<file path="src/rtl/twq_pkg.sv">
package twq_pkg;

   typedef enum logic {
      WIN_INSIDE  = 1'b0,
      WIN_OUTSIDE = 1'b1
   } win_mode_e;

   // direction gate: reads and writes have their own enable
   function automatic logic dir_enabled(input logic is_wr, input logic rd_en,
                                        input logic wr_en);
      return is_wr ? wr_en : rd_en;
   endfunction

endpackage

</file>
<file path="src/rtl/twq_chan_qual.sv">
module twq_chan_qual
   import twq_pkg::*;
#(
   parameter int ADDR_W = 32
) (
   input  logic [ADDR_W-1:0] addr,
   input  logic              is_wr,
   input  logic              iside,
   input  logic              fetch,
   input  logic              dbg,
   input  logic [ADDR_W-1:0] lo,
   input  logic [ADDR_W-1:0] hi,
   input  logic              outside,
   input  logic              rd_en,
   input  logic              wr_en,
   input  logic              sel_iside,
   output logic              hit
);
   logic in_win;
   logic win_ok;

   // inclusive bounds; lo > hi leaves the window empty
   assign in_win = (addr >= lo) && (addr <= hi);
   assign win_ok = (win_mode_e'(outside) == WIN_OUTSIDE) ? !in_win : in_win;

   assign hit = win_ok && dir_enabled(is_wr, rd_en, wr_en) &&
                (iside == sel_iside) && !fetch && !dbg;
endmodule

</file>
<file path="src/rtl/twq_cycle_track.sv">
module twq_cycle_track #(
   parameter int ADDR_W = 32,
   parameter int NCH    = 2
) (
   input  logic              clk,
   input  logic              rst_n,
   input  logic              bus_start,
   input  logic [ADDR_W-1:0] bus_addr,
   input  logic              bus_write,
   input  logic              bus_done,
   input  logic              bus_err,
   input  logic              bus_abort,
   input  logic [NCH-1:0]    hit,
   output logic [NCH-1:0]    push,
   output logic [ADDR_W-1:0] cur_addr,
   output logic              cur_write
);
   logic           active_q;
   logic [NCH-1:0] pend_q;
   logic           clean_end;

   assign clean_end = bus_done && !bus_err && !bus_abort;

   always_ff @(posedge clk or negedge rst_n) begin
      if (!rst_n) begin
         active_q  <= 1'b0;
         pend_q    <= '0;
         cur_addr  <= '0;
         cur_write <= 1'b0;
      end else if (bus_start) begin
         active_q  <= 1'b1;
         pend_q    <= hit;
         cur_addr  <= bus_addr;
         cur_write <= bus_write;
      end else if (bus_done || bus_err || bus_abort) begin
         active_q  <= 1'b0;
         pend_q    <= '0;
      end
   end

   assign push = (active_q && clean_end) ? pend_q : '0;
endmodule

</file>
<file path="src/rtl/twq_rec_fifo.sv">
module twq_rec_fifo #(
   parameter int W     = 8,
   parameter int DEPTH = 4,
   parameter int NWR   = 2
) (
   input  logic           clk,
   input  logic           rst_n,
   input  logic [NWR-1:0] wr_req,
   input  logic [NWR*W-1:0] wr_data,
   output logic           rd_valid,
   input  logic           rd_ready,
   output logic [W-1:0]   rd_data,
   output logic           drop
);
   localparam int PTR_W = $clog2(DEPTH);
   localparam int CNT_W = PTR_W + 1;

   logic [W-1:0]     mem [DEPTH];
   logic [PTR_W-1:0] wptr, rptr;
   logic [CNT_W-1:0] cnt;
   logic [CNT_W-1:0] nacc;
   logic [NWR-1:0]   acc;
   logic [PTR_W-1:0] widx [NWR];
   logic             pop;

   // lower index first; space judged before this edge's pop
   always_comb begin
      nacc = '0;
      for (int i = 0; i < NWR; i++) begin
         widx[i] = wptr + nacc[PTR_W-1:0];
         acc[i]  = wr_req[i] && ((cnt + nacc) < CNT_W'(DEPTH));
         if (acc[i]) nacc = nacc + CNT_W'(1);
      end
   end

   assign drop     = |(wr_req & ~acc);
   assign rd_valid = (cnt != '0);
   assign rd_data  = mem[rptr];
   assign pop      = rd_valid && rd_ready;

   always_ff @(posedge clk) begin
      for (int i = 0; i < NWR; i++) begin
         if (acc[i]) mem[widx[i]] <= wr_data[i*W +: W];
      end
   end

   always_ff @(posedge clk or negedge rst_n) begin
      if (!rst_n) begin
         wptr <= '0;
         rptr <= '0;
         cnt  <= '0;
      end else begin
         wptr <= wptr + nacc[PTR_W-1:0];
         if (pop) rptr <= rptr + PTR_W'(1);
         cnt  <= cnt + nacc - CNT_W'(pop);
      end
   end
endmodule

</file>
<file path="src/rtl/trace_window_qualifier.sv">
module trace_window_qualifier #(
   parameter  int ADDR_W = 32,
   parameter  int DATA_W = 64,
   parameter  int NCH    = 2,
   parameter  int DEPTH  = 4,
   localparam int CH_W   = (NCH > 1) ? $clog2(NCH) : 1
) (
   input  logic                  clk,
   input  logic                  rst_n,
   input  logic [NCH*ADDR_W-1:0] cfg_lo,
   input  logic [NCH*ADDR_W-1:0] cfg_hi,
   input  logic [NCH-1:0]        cfg_outside,
   input  logic [NCH-1:0]        cfg_rd_en,
   input  logic [NCH-1:0]        cfg_wr_en,
   input  logic [NCH-1:0]        cfg_iside,
   input  logic                  bus_start,
   input  logic [ADDR_W-1:0]     bus_addr,
   input  logic                  bus_write,
   input  logic                  bus_iside,
   input  logic                  bus_fetch,
   input  logic                  bus_dbg,
   input  logic                  bus_done,
   input  logic                  bus_err,
   input  logic                  bus_abort,
   input  logic [DATA_W-1:0]     bus_data,
   output logic                  rec_valid,
   input  logic                  rec_ready,
   output logic [CH_W-1:0]       rec_chan,
   output logic                  rec_write,
   output logic [ADDR_W-1:0]     rec_addr,
   output logic [DATA_W-1:0]     rec_data,
   output logic                  trace_ovf
);
   localparam int REC_W = CH_W + 1 + ADDR_W + DATA_W;

   if (NCH < 1) begin : g_bad_nch
      $error("NCH must be at least 1");
   end
   if (DEPTH < 2 || (DEPTH & (DEPTH - 1)) != 0) begin : g_bad_depth
      $error("DEPTH must be a power of two, at least 2");
   end
   if (ADDR_W < 4 || DATA_W < 8) begin : g_bad_width
      $error("ADDR_W or DATA_W too small");
   end

   logic [NCH-1:0]       hit;
   logic [NCH-1:0]       push;
   logic [ADDR_W-1:0]    trk_addr;
   logic                 trk_write;
   logic [NCH*REC_W-1:0] wr_data;
   logic [REC_W-1:0]     rd_data;
   logic                 drop;

   for (genvar c = 0; c < NCH; c++) begin : g_ch
      twq_chan_qual #(.ADDR_W(ADDR_W)) u_qual (
         .addr      (bus_addr),
         .is_wr     (bus_write),
         .iside     (bus_iside),
         .fetch     (bus_fetch),
         .dbg       (bus_dbg),
         .lo        (cfg_lo[c*ADDR_W +: ADDR_W]),
         .hi        (cfg_hi[c*ADDR_W +: ADDR_W]),
         .outside   (cfg_outside[c]),
         .rd_en     (cfg_rd_en[c]),
         .wr_en     (cfg_wr_en[c]),
         .sel_iside (cfg_iside[c]),
         .hit       (hit[c])
      );
      assign wr_data[c*REC_W +: REC_W] = {CH_W'(c), trk_write, trk_addr, bus_data};
   end

   twq_cycle_track #(.ADDR_W(ADDR_W), .NCH(NCH)) u_track (
      .clk       (clk),
      .rst_n     (rst_n),
      .bus_start (bus_start),
      .bus_addr  (bus_addr),
      .bus_write (bus_write),
      .bus_done  (bus_done),
      .bus_err   (bus_err),
      .bus_abort (bus_abort),
      .hit       (hit),
      .push      (push),
      .cur_addr  (trk_addr),
      .cur_write (trk_write)
   );

   twq_rec_fifo #(.W(REC_W), .DEPTH(DEPTH), .NWR(NCH)) u_fifo (
      .clk      (clk),
      .rst_n    (rst_n),
      .wr_req   (push),
      .wr_data  (wr_data),
      .rd_valid (rec_valid),
      .rd_ready (rec_ready),
      .rd_data  (rd_data),
      .drop     (drop)
   );

   assign {rec_chan, rec_write, rec_addr, rec_data} = rd_data;

   always_ff @(posedge clk or negedge rst_n) begin
      if (!rst_n) trace_ovf <= 1'b0;
      else if (drop) trace_ovf <= 1'b1;
   end
endmodule

</file>
<file path="config.mk">
export PLATFORM = sky130hd
export DESIGN_NAME = trace_window_qualifier
export DESIGN_NICKNAME = d
export VERILOG_FILES = /design/src/rtl/twq_pkg.sv /design/src/rtl/twq_chan_qual.sv /design/src/rtl/twq_cycle_track.sv /design/src/rtl/twq_rec_fifo.sv /design/src/rtl/trace_window_qualifier.sv
export SDC_FILE = /design/constraint.sdc
export NUM_CORES = 1
export LEC_CHECK = 0
export BUFFER_PORTS_ARGS = -buffer_cell sky130_fd_sc_hd__buf_2
export CELL_PAD_IN_SITES_DETAIL_PLACEMENT = 0
export CELL_PAD_IN_SITES_GLOBAL_PLACEMENT = 1
export CORE_ASPECT_RATIO = 1.2
export CORE_MARGIN = 4
export CORE_UTILIZATION = 49
export DETAILED_ROUTE_END_ITERATION = 16
export PLACE_DENSITY_LB_ADDON = 0.1
export SETUP_SLACK_MARGIN = 0.5
export SLEW_MARGIN = 20
export SYNTH_ARGS = -nofsm -noshare
export SYNTH_HDL_FRONTEND = slang
export SYNTH_HIERARCHICAL = 1
export SYNTH_SLANG_ARGS = --single-unit
</file>
<file path="constraint.sdc">
create_clock -name clk -period 10.2 [get_ports clk]
set_clock_uncertainty 0.1 [all_clocks]
set_input_delay 1.53 -clock clk [delete_from_list [all_inputs] [get_ports clk]]
set_output_delay 1.53 -clock clk [all_outputs]
set_load 0.01 [all_outputs]
</file>
==> reports/metrics.cfg <==
[pwr]
p_sw_share_pct=28.2
netSwitchingPower_mw=1.37
p_clk_share_pct=30.8
power_density_mw_per_mm2=175
vdd_drop_max_mv=0.147
p_int_mw=3.49
seq_power_share_pct=42.7
p_leak_nw=10.8
combPwrFrac_pct=26.5
total_power_mw=4.86

[logic_synthesis]
yosys_register_bits=436
postSynthAreaPerCell_um2=15.6
ys_types=52
yosysWarnings=6
synth_area_mm2=0.0241
synth-seq-area-share_pct=53.5
synth-edff-count=392
async_flop_share_pct=10.1
syn_inst=1547
synthFlopType=edfxtp_1

[grt]
track_usage_pct=20.6
grt_pass1_wl_mm=85.3
grt_max_degree=66
antenna_found_initial=0
grt_pass1_vias=14900
grt.overflow.total=0

[cts]
numCtsBuffers=44
post_cts_buffers=0
cts_hold_buf=0
htreeDepth=2
post_cts_resized=0
cts.sinks=436
clkTransAtPathRegs_ps=60
clockBufferDepth=3
worstSkewPairLatency_ps=540
cts_tree=built
cts-root-buf=clkbuf_16

[die]
die_y_um=251
start_util_pct=49.8
core.rowCount=88
io_pins=343
die_w_um=210
coreArea_mm2=0.0483
dieArea_mm2=0.0527

[sta]
hold_slack_ps=366
worst_pin_slew_ps=1130
fin_crit_sh_pct=48.2
max_slew_margin_pct=24.4
grt_setup_unrepaired=no
setup_slack_ps=5290
slew_viol_final=0
finalHoldViolCount=0
setup_violations=0
finalSetupTns_ps=0
fmax_ghz=0.203
fin_crit_ps=4910

[setup_path]
required_ps=10270
critical_path_class=input port to flop
cp-end-kind=flop
arrival_ps=4980
cp_max_fo=65
startpoint_type=input port

[placed_design]
place_area_mm2=0.0264
hpwl_mm=36.0
gp_congestion=0.833
dp_slack_ps=4720
portBuffers=342
placed_cells=2475

[routing]
vias_per_cell=5.44
drcViolationCount=0
drt_iter0_drc=665
routedWlPerCell_um=21.4
wl_mm=54.7
first_pass_iters=4
dr_total_vias=13900
drtAntennaViolNets=0

[run_status]
status=complete, no violations

[cells_and_area]
fin_nets=2269
synthToLayoutAreaGrowth_pct=15.4
stdcell_count=2552
drive_above_1_share_pct=49.5
final_util_pct=57.5
antenna_cells=0
postLayoutCellArea_mm2=0.0278

[job]
maxCapViolCount=0

[worst_hold_path]
hold_class=flop to flop

==> power by group through the flow <==
stage	clock, mW	combinational, mW	sequential [mW]
after floorplan	0	0.893	2.04
after global placement	0	1.31	2.12
after detailed placement	0	1.32	2.12
after CTS	1.55	1.33	2.08
after global routing	1.62	1.41	2.09
final	1.50	1.29	2.08
==> cells by family after synthesis <==
family / after synthesis / synth area share (%)
fa+ha+maj: 135 / 7.05
flops: 436 / 53.5
xor+xnor: 10 / 0.364
buf+inv: 202 / 3.49
compound gates: 99 / 2.79
other cells: 2 / 0.0312
mux: 531 / 29.7
simple gates: 132 / 3.12
==> metal layers <==
| metal | routed length, µm | share of wire, % | vias to the layer above | GRT usage (%) |
|---|---|---|---|---|
| li1 | - | - | 6759 | - |
| met1 | 22700 | 42 | 6723 | 26.1 |
| met2 | 28000 | 51 | 338 | 36.8 |
| met3 | 2540 | 4.6 | 67 | 3.32 |
| met4 | 1350 | 2.5 | 0 | 5.46 |
| met5 | 0 | 0 | - | 0 |
==> flip-flops by register name (all words and copies together) (netlist names) <==
register           cells
trace_ovf              1
u_track/cur_write      1
u_fifo/rptr            2
u_fifo/mem           392
u_track/cur_addr      32
u_track/pend_q         2
u_track/active_q       1
u_fifo/wptr            2
u_fifo/cnt             3
==> worst max-delay path, stage by stage <==
cell and delay [ps]:
buf_2 110, nor3b_1 320, and3_1 350, nor2b_1 260
ha_1 390, nand4b_1 360, mux2i_4 220, buf_4 460
buf_4 880
==> cell usage after synthesis (all sizes together) (2+ instances only) <==
| cell | number | share of area (%) |
|---|---|---|
| conb | 2 | 0.031 |
| nor4 | 8 | 0.33 |
| nand2 | 25 | 0.39 |
| inv | 133 | 2.1 |
| nand4 | 29 | 0.75 |
| o31ai | 2 | 0.062 |
| o21a | 2 | 0.062 |
| mux4 | 98 | 9.2 |
| or3 | 5 | 0.13 |
| a221o | 2 | 0.083 |
| nor2 | 20 | 0.31 |
| nand2b | 7 | 0.24 |
| or4b | 2 | 0.083 |
| a211oi | 12 | 0.37 |
| mux2i | 8 | 0.33 |
| a2111oi | 2 | 0.23 |
| a221oi | 2 | 0.073 |
| edfxtp | 392 | 49 |
| o31a | 5 | 0.18 |
| buf | 44 | 1.0 |
| o21ai | 13 | 0.27 |
| o211ai | 2 | 0.062 |
| a21oi | 42 | 0.87 |
| a22o | 2 | 0.073 |
| xor2 | 5 | 0.18 |
| and3 | 3 | 0.078 |
| nor3 | 3 | 0.062 |
| xnor2 | 5 | 0.18 |
| dfrtp | 44 | 4.6 |
| nand3 | 15 | 0.31 |
| o2111ai | 2 | 0.073 |
| nor3b | 2 | 0.062 |
| ha | 134 | 7.0 |
| nor2b | 10 | 0.26 |
| o41a | 2 | 0.094 |
| a21o | 7 | 0.22 |
| clkbuf | 25 | 0.39 |
| mux2 | 425 | 20 |
==> final timing paths <==
check / from / to / slack, ps / depth (start not counted)
max in group asynchronous: rst_n / u_fifo/rptr[0]$_DFFE_PN0P_ / 8690 / 1
hold / removal: trace_ovf$_DFFE_PN0P_ / trace_ovf$_DFFE_PN0P_ / 370 / 1
setup reg to reg: u_track/active_q$_DFFE_PN0P_ / u_fifo/mem[0][23]$_DFFE_PP_ / 6050 / 8
hold reg to reg: trace_ovf$_DFFE_PN0P_ / trace_ovf$_DFFE_PN0P_ / 370 / 1
min in group asynchronous: rst_n / u_fifo/cnt[1]$_DFF_PN0_ / 880 / 1
setup / recovery: bus_abort / u_fifo/mem[0][23]$_DFFE_PP_ / 5290 / 9
==> cell usage in the layout (no fill, tap or decap), types with 3 or more instances in the layout <==
cell	n
mux2_2	406
edfxtp_1	392
buf_2	341
ha_1	134
inv_1	133
mux4_2	98
clkbuf_16	46
a21oi_1	42
dfrtp_1	42
nand4_1	29
nand2_1	25
nor2_1	20
buf_4	20
mux2_4	17
clkbuf_1	15
nand3_1	15
a211oi_1	12
nor2b_1	10
o21ai_0	9
conb_1	8
a21o_1	7
nor4_1	6
clkinv_2	5
clkinv_1	5
xor2_1	5
nand2b_1	5
or3_1	5
o31a_1	5
xnor2_1	5
mux2i_1	4
o21ai_1	4
mux2i_4	4
clkbuf_8	3
nor3_1	3
and3_1	3
==> final cells by class <==
class,instances,area [µm²]
Sequential cell,436,12900
Tap cell,630,788
Timing Repair Buffer,361,1860
Clock buffer,64,1250
Inverter,133,499
Clock inverter,13,77.6
Multi-Input combinational cell,915,10400
Fill cell,3923,20600
No activity file was read; power rests on OpenSTA's default activity.
